[config.mk]
export PLATFORM = sky130hd
export DESIGN_NAME = fsr_guard
export DESIGN_NICKNAME = d
export VERILOG_FILES = /design/src/rtl/fsr_pkg.sv /design/src/rtl/fsr_protect_decode.sv /design/src/rtl/fsr_busy_timer.sv /design/src/rtl/fsr_guard.sv
export SDC_FILE = /design/constraint.sdc
export NUM_CORES = 1
export LEC_CHECK = 0
export BUFFER_PORTS_ARGS = -buffer_cell sky130_fd_sc_hd__buf_2
export CORE_MARGIN = 5
export CORE_UTILIZATION = 50
export CTS_BUF_LIST = sky130_fd_sc_hd__clkbuf_16
export DETAILED_ROUTE_END_ITERATION = 7
export GPL_TIMING_DRIVEN = 0
export PLACE_DENSITY = 0.75
export REMOVE_ABC_BUFFERS = 1
export SLEW_MARGIN = 20
export SYNTH_ARGS = -nofsm -noshare
export SYNTH_HDL_FRONTEND = slang
export SYNTH_HIERARCHICAL = 1
export SYNTH_SLANG_ARGS = --single-unit
[constraint.sdc]
create_clock -name clk -period 5.1 [get_ports clk]
set_input_delay 0.51 -clock clk [delete_from_list [all_inputs] [get_ports clk]]
set_output_delay 0.51 -clock clk [all_outputs]
set_load 0.01 [all_outputs]
[src/rtl/fsr_pkg.sv]
package fsr_pkg;

    typedef enum logic [2:0] {
        OP_NONE = 3'd0,
        OP_WRSR = 3'd1,
        OP_PP   = 3'd2,
        OP_SE   = 3'd3,
        OP_BE   = 3'd4
    } op_e;

    localparam int BP_W = 3;

    typedef struct packed {
        logic            srwd;
        logic [1:0]      rsvd;
        logic [BP_W-1:0] bp;
        logic            wel;
        logic            wip;
    } status_t;

    // Protected range grows downward from the top sector:
    // code k (1..sect_w) shields the top 2^(k-1) sectors, larger codes shield all.
    function automatic logic sector_locked(input logic [BP_W-1:0] bp,
                                           input int sector,
                                           input int sect_w);
        int code;
        code = int'(bp);
        if (code == 0)
            return 1'b0;
        if (code - 1 >= sect_w)
            return 1'b1;
        return sector >= ((1 << sect_w) - (1 << (code - 1)));
    endfunction

endpackage

[src/rtl/fsr_protect_decode.sv]
module fsr_protect_decode
    import fsr_pkg::*;
#(
    parameter int SECT_W = 4
) (
    input  op_e              op,
    input  logic [BP_W-1:0]  bp,
    input  logic             srwd,
    input  logic             wp_n,
    input  logic [SECT_W-1:0] sector,
    output logic             locked
);
    always_comb begin
        unique case (op)
            OP_WRSR: locked = srwd && !wp_n;
            OP_BE:   locked = (bp != '0);
            OP_PP,
            OP_SE:   locked = sector_locked(bp, int'(sector), SECT_W);
            default: locked = 1'b0;
        endcase
    end
endmodule

[src/rtl/fsr_busy_timer.sv]
module fsr_busy_timer
    import fsr_pkg::*;
#(
    parameter int CNT_W  = 16,
    parameter int T_WRSR = 8,
    parameter int T_PP   = 12,
    parameter int T_SE   = 24,
    parameter int T_BE   = 40
) (
    input  logic clk,
    input  logic rst,
    input  logic start,
    input  op_e  op,
    output logic busy,
    output logic done
);
    logic [CNT_W-1:0] remain;
    logic [CNT_W-1:0] load_val;

    always_comb begin
        unique case (op)
            OP_WRSR: load_val = CNT_W'(T_WRSR - 1);
            OP_PP:   load_val = CNT_W'(T_PP - 1);
            OP_SE:   load_val = CNT_W'(T_SE - 1);
            OP_BE:   load_val = CNT_W'(T_BE - 1);
            default: load_val = '0;
        endcase
    end

    assign done = busy && (remain == '0);

    always_ff @(posedge clk) begin
        if (rst) begin
            busy   <= 1'b0;
            remain <= '0;
        end else if (busy) begin
            if (remain == '0)
                busy <= 1'b0;
            else
                remain <= remain - 1'b1;
        end else if (start) begin
            busy   <= 1'b1;
            remain <= load_val;
        end
    end
endmodule

[src/rtl/fsr_guard.sv]
module fsr_guard
    import fsr_pkg::*;
#(
    parameter int ADDR_W = 20,
    parameter int SECT_W = 4,
    parameter int CNT_W  = 16,
    parameter int T_WRSR = 8,
    parameter int T_PP   = 12,
    parameter int T_SE   = 24,
    parameter int T_BE   = 40
) (
    input  logic              clk,
    input  logic              rst,
    input  logic              wren_i,
    input  logic              wrdi_i,
    input  logic              wrsr_i,
    input  logic [7:0]        wrsr_data_i,
    input  logic              pp_i,
    input  logic              se_i,
    input  logic              be_i,
    input  logic [ADDR_W-1:0] addr_i,
    input  logic              wp_n_i,
    output logic [7:0]        status_o,
    output logic              grant_o,
    output logic              deny_o,
    output logic              busy_o
);
    localparam int SECT_LSB = ADDR_W - SECT_W;

    op_e              req_op;
    logic             busy, done, locked, accept, refuse, has_req;
    logic             wel, srwd, pend_valid, pend_srwd;
    logic [BP_W-1:0]  bp, pend_bp;
    logic [SECT_W-1:0] sector;
    status_t          st;

    wire unused_bits = ^{wrsr_data_i[6:5], wrsr_data_i[1:0], addr_i[SECT_LSB-1:0]};

    assign sector = addr_i[ADDR_W-1:SECT_LSB];

    // Fixed service order for coincident requests
    always_comb begin
        if (wrsr_i)      req_op = OP_WRSR;
        else if (be_i)   req_op = OP_BE;
        else if (se_i)   req_op = OP_SE;
        else if (pp_i)   req_op = OP_PP;
        else             req_op = OP_NONE;
    end

    fsr_protect_decode #(.SECT_W(SECT_W)) decode_i (
        .op     (req_op),
        .bp     (bp),
        .srwd   (srwd),
        .wp_n   (wp_n_i),
        .sector (sector),
        .locked (locked)
    );

    assign has_req = (req_op != OP_NONE) && !busy;
    assign accept  = has_req && wel && !locked;
    assign refuse  = has_req && !(wel && !locked);

    fsr_busy_timer #(
        .CNT_W (CNT_W),
        .T_WRSR(T_WRSR),
        .T_PP  (T_PP),
        .T_SE  (T_SE),
        .T_BE  (T_BE)
    ) timer_i (
        .clk  (clk),
        .rst  (rst),
        .start(accept),
        .op   (req_op),
        .busy (busy),
        .done (done)
    );

    always_ff @(posedge clk) begin
        if (rst) begin
            wel        <= 1'b0;
            srwd       <= 1'b0;
            bp         <= '0;
            pend_valid <= 1'b0;
            pend_srwd  <= 1'b0;
            pend_bp    <= '0;
            grant_o    <= 1'b0;
            deny_o     <= 1'b0;
        end else begin
            grant_o <= accept;
            deny_o  <= refuse;
            if (done) begin
                wel <= 1'b0;
                if (pend_valid) begin
                    srwd       <= pend_srwd;
                    bp         <= pend_bp;
                    pend_valid <= 1'b0;
                end
            end else if (!busy) begin
                if (req_op != OP_NONE) begin
                    if (refuse)
                        wel <= 1'b0;
                    if (accept && req_op == OP_WRSR) begin
                        pend_valid <= 1'b1;
                        pend_srwd  <= wrsr_data_i[7];
                        pend_bp    <= wrsr_data_i[4:2];
                    end
                end else if (wrdi_i) begin
                    wel <= 1'b0;
                end else if (wren_i) begin
                    wel <= 1'b1;
                end
            end
        end
    end

    always_comb begin
        st.srwd = srwd;
        st.rsvd = 2'b00;
        st.bp   = bp;
        st.wel  = wel;
        st.wip  = busy;
    end

    assign status_o = st;
    assign busy_o   = busy;
endmodule

==> qor.csv <==
stage,metric,value,unit
clocking,number of gates resized after CTS,0,
setup_path,most frequent cell on the critical path,ha_1,
synth,Mapped Cells,243,
synth,mux share of post-synthesis cell area,3.581,%
synth,synthesis-stage register bit count,29,
synth,largest family of logic cells by synthesized area,simple AND/OR/NAND/NOR gates,
clocking,TritonCTS clock tree,yes,
grt,antenna violations before repair,0,
synth,Synth area leaders,"dfxtp_1 30%, ha_1 5.1%, a21oi_1 4.6%",
detailed_routing,Via Count,1862,
setup_path,CP peak stage delay,0.48,ns
power,Power Density,432.9,mW/mm²
sta,Fmax,221.7,MHz
floorplan,Std-Cell Rows,22,
clocking,clk buf depth,2,
sta,Setup Viol. Count Final,0,
sta,fin. max-slew vios,0,
floorplan,Die Width,72.56,µm
run_status,status,finished clean,
placement,Final HPWL DP,3.248,mm
clocking,clk sinks,29,
sta,final hold slack,0.4695,ns
detailed_routing,DRT antenna net count,0,
final_layout,fin util,59.53,%
final_layout,NumNets Final,308,
synth,post-synthesis sequential area ratio,29.67,%
floorplan,core area,0.003716,mm²
sta,RSZ-0062 raised after global routing,false,
sta,setup TNS,0,ns
synth,Mapped Area,0.001957,mm²
power,Pwr Total,957.6,µW
grt,GRT Util Overall,17.50,%
run,max cap viols,0,
setup_path,Crit-path slowest cell,or4_4,
setup_path,Worst path top cell family by delay,simple AND/OR/NAND/NOR gates,
sta,final worst-path cycle share,88.44,%
min_path,Hold Crit Class,register to register,
sta,Clock Skews,0.005186,ns
setup_path,Critical Path RT,5.22,ns
sta,Max transition margin,41.62,%
clocking,# hold bufs at CTS,0,
synth,synth warn,6,
placement,pre-CTS setup slack,0.4478,ns
final_layout,# diodes,0,
sta,final worst slack,0.5894,ns
setup_path,critical path cell sequence,inv_1 > ha_1 > nor2_1 > o21ai_0 > or2_2 > ha_1 > xor2_1 > ha_1 > a2111oi_0 > or4_1 > o221ai_1 > or2b_2 > nor3_2 > nor2_1 > or4_4 > o311ai_0 > o41ai_1,
clocking,clk_lat worst skew,0.27,ns
synth,Avg Synthesized Cell Area,8.053,µm²
clocking,Clk Tree Root Cell,clkbuf_16,
floorplan,die height,72.56,µm
clocking,setup bufs post-CTS,0,
synth,cell taking the most area after synthesis,dfxtp_1,
synth,Post-Synth Adder-Cell Area,5.115,%
synth,top_reg_cell synth,dfxtp_1,
setup_path,CP Max Fanout,6,
setup_path,CP endpoint kind,register,
synth,Synth Area in XOR/XNOR,0.4476,%
detailed_routing,First DRT Iteration DRCs,113,
detailed_routing,drt total wl,4.429,mm
power,leakage power,0.8954,nW
setup_path,critical path arrival,4.63,ns
final_layout,post-route cell area,0.002212,mm²
placement,gpl congestion,0.8533,
placement,placed cell area,0.002074,mm²
floorplan,Initial Util,52.66,%
final_layout,Layout area overhead,13.04,%
grt,first-pass GRT wire length,7.396,mm
final_layout,layout cells sized above 1,15.97,%
synth,number of synthesized flops with an enable pin,0,
sta,minimum clock period,4.511,ns
clocking,Worst-path clk slew,0.05,ns
synth,Synth Area in Compound Gates,18.35,%
synth,Simple-Gate Fraction of Synth Area,36.13,%
clocking,clock buffer count from CTS,5,
synth,post-synth top area share,29.67,%
detailed_routing,via density per instance,5.987,
placement,Buffers on Ports,25,
final_layout,fin cells,311,
floorplan,Ports,48,
detailed_routing,First-pass DRT Iterations,4,
synth,ys async rst share,0,%
sta,final hold viol count,0,
setup_path,Worst Setup Start Kind,register,
grt,number of global-route vias before repair,1623,
detailed_routing,Residual DRC,0,
floorplan,die footprint,0.005265,mm²
synth,Cell variety after synth,58,
detailed_routing,drt wl/cell,14.24,µm
final_layout,"most common cell after layout, fill and taps aside",dfxtp_1,
setup_path,"Buf+Inv Stages, Crit Path",1,
final_layout,most frequent cells in the layout,"29 x dfxtp_1, 25 x buf_2, 18 x a21oi_1",
placement,placed cells,304,
clocking,H-tree Lvls,2,
setup_path,worst setup path class,register to register,
sta,worst slew pin tran,0.8677,ns
grt,maximum number of pins on one net before global-route repair,32,
power,Worst VDD drop,0.0003071,V
grt,GRT Residual Overflow,0,
[worst reg2reg max path: stages, from the launching register on]
cell and delay [ns]:
dfxtp_1 0.39, inv_1 0.08, ha_1 0.23, nor2_1 0.15, o21ai_0 0.12, or2_2 0.30, ha_1 0.22, xor2_1 0.17
ha_1 0.19, a2111oi_0 0.40, or4_1 0.19, o221ai_1 0.13, or2b_2 0.38, nor3_2 0.29, nor2_1 0.15, or4_4 0.48
o311ai_0 0.34, o41ai_1 0.13
[cell type report]
class	instances	area, µm²
Timing Repair Buffer	25	125.1
Inverter	15	56.30
Fill cell	362	1504
Multi-Input combinational cell	187	1257
Clock buffer	5	125.1
Clock inverter	2	7.507
Tap cell	48	60.06
Sequential cell	29	580.6
[state kept, by name (all words and copies together) (netlist names)]
register,flops
grant_o,1
deny_o,1
timer_i/remain,16
pend_valid,1
pend_bp,3
bp,3
timer_i/busy,1
srwd,1
wel,1
pend_srwd,1
[cell families after synthesis]
| group | count (synthesis) |
|---|---|
| simple gates | 115 |
| compound gates | 54 |
| flops | 29 |
| buf+inv | 28 |
| fa+ha+maj | 8 |
| mux | 7 |
| other cells | 1 |
| xor+xnor | 1 |
[worst paths after layout]
kind	start	slack [ns]	cells after the start	end
setup / recovery	bp[0]$_SDFFE_PP0P_	0.59	17	timer_i/remain[10]$_SDFFE_PP0P_
setup reg to reg	bp[0]$_SDFFE_PP0P_	0.59	17	timer_i/remain[10]$_SDFFE_PP0P_
hold reg to reg	pend_bp[0]$_SDFFE_PP0P_	0.47	2	bp[0]$_SDFFE_PP0P_
hold / removal	pend_bp[0]$_SDFFE_PP0P_	0.47	2	bp[0]$_SDFFE_PP0P_
[power breakdown]
group          switching, mW  leakage (nW)  internal [mW]  total, mW
combinational          0.202         0.592          0.158      0.360
clock                 0.0913        0.0685          0.173      0.265
sequential            0.0628         0.235          0.270      0.332
[Yosys cell counts (all sizes together), types with 2 or more instances]
library cell  number
or2                5
o41ai              2
nand2b            12
o21ai              7
or3                9
dfxtp             29
nor2b              5
a211oi             2
a21oi             18
o21a               3
or2b               2
o211a              2
a31oi              3
nor3              10
nor4              10
nand4              2
mux2i              7
ha                 8
buf                8
nand3              9
nor3b              4
nand2             13
a2111oi            2
inv               15
nand3b             3
o311ai             2
o31ai              5
nor2              14
clkbuf             5
or4                9
[per-layer routing]
| layer | vias to the layer above | routed length, µm | global-route usage, % |
|---|---|---|---|
| met1 | 877 | 2082 | 23.85 |
| met3 | 8 | 207 | 4.017 |
| met4 | 0 | 65 | 6.557 |
| met5 | - | 0 | 0 |
| met2 | 36 | 2074 | 26.75 |
| li1 | 941 | - | - |
Note: power is estimated with default switching activity, not from simulation.
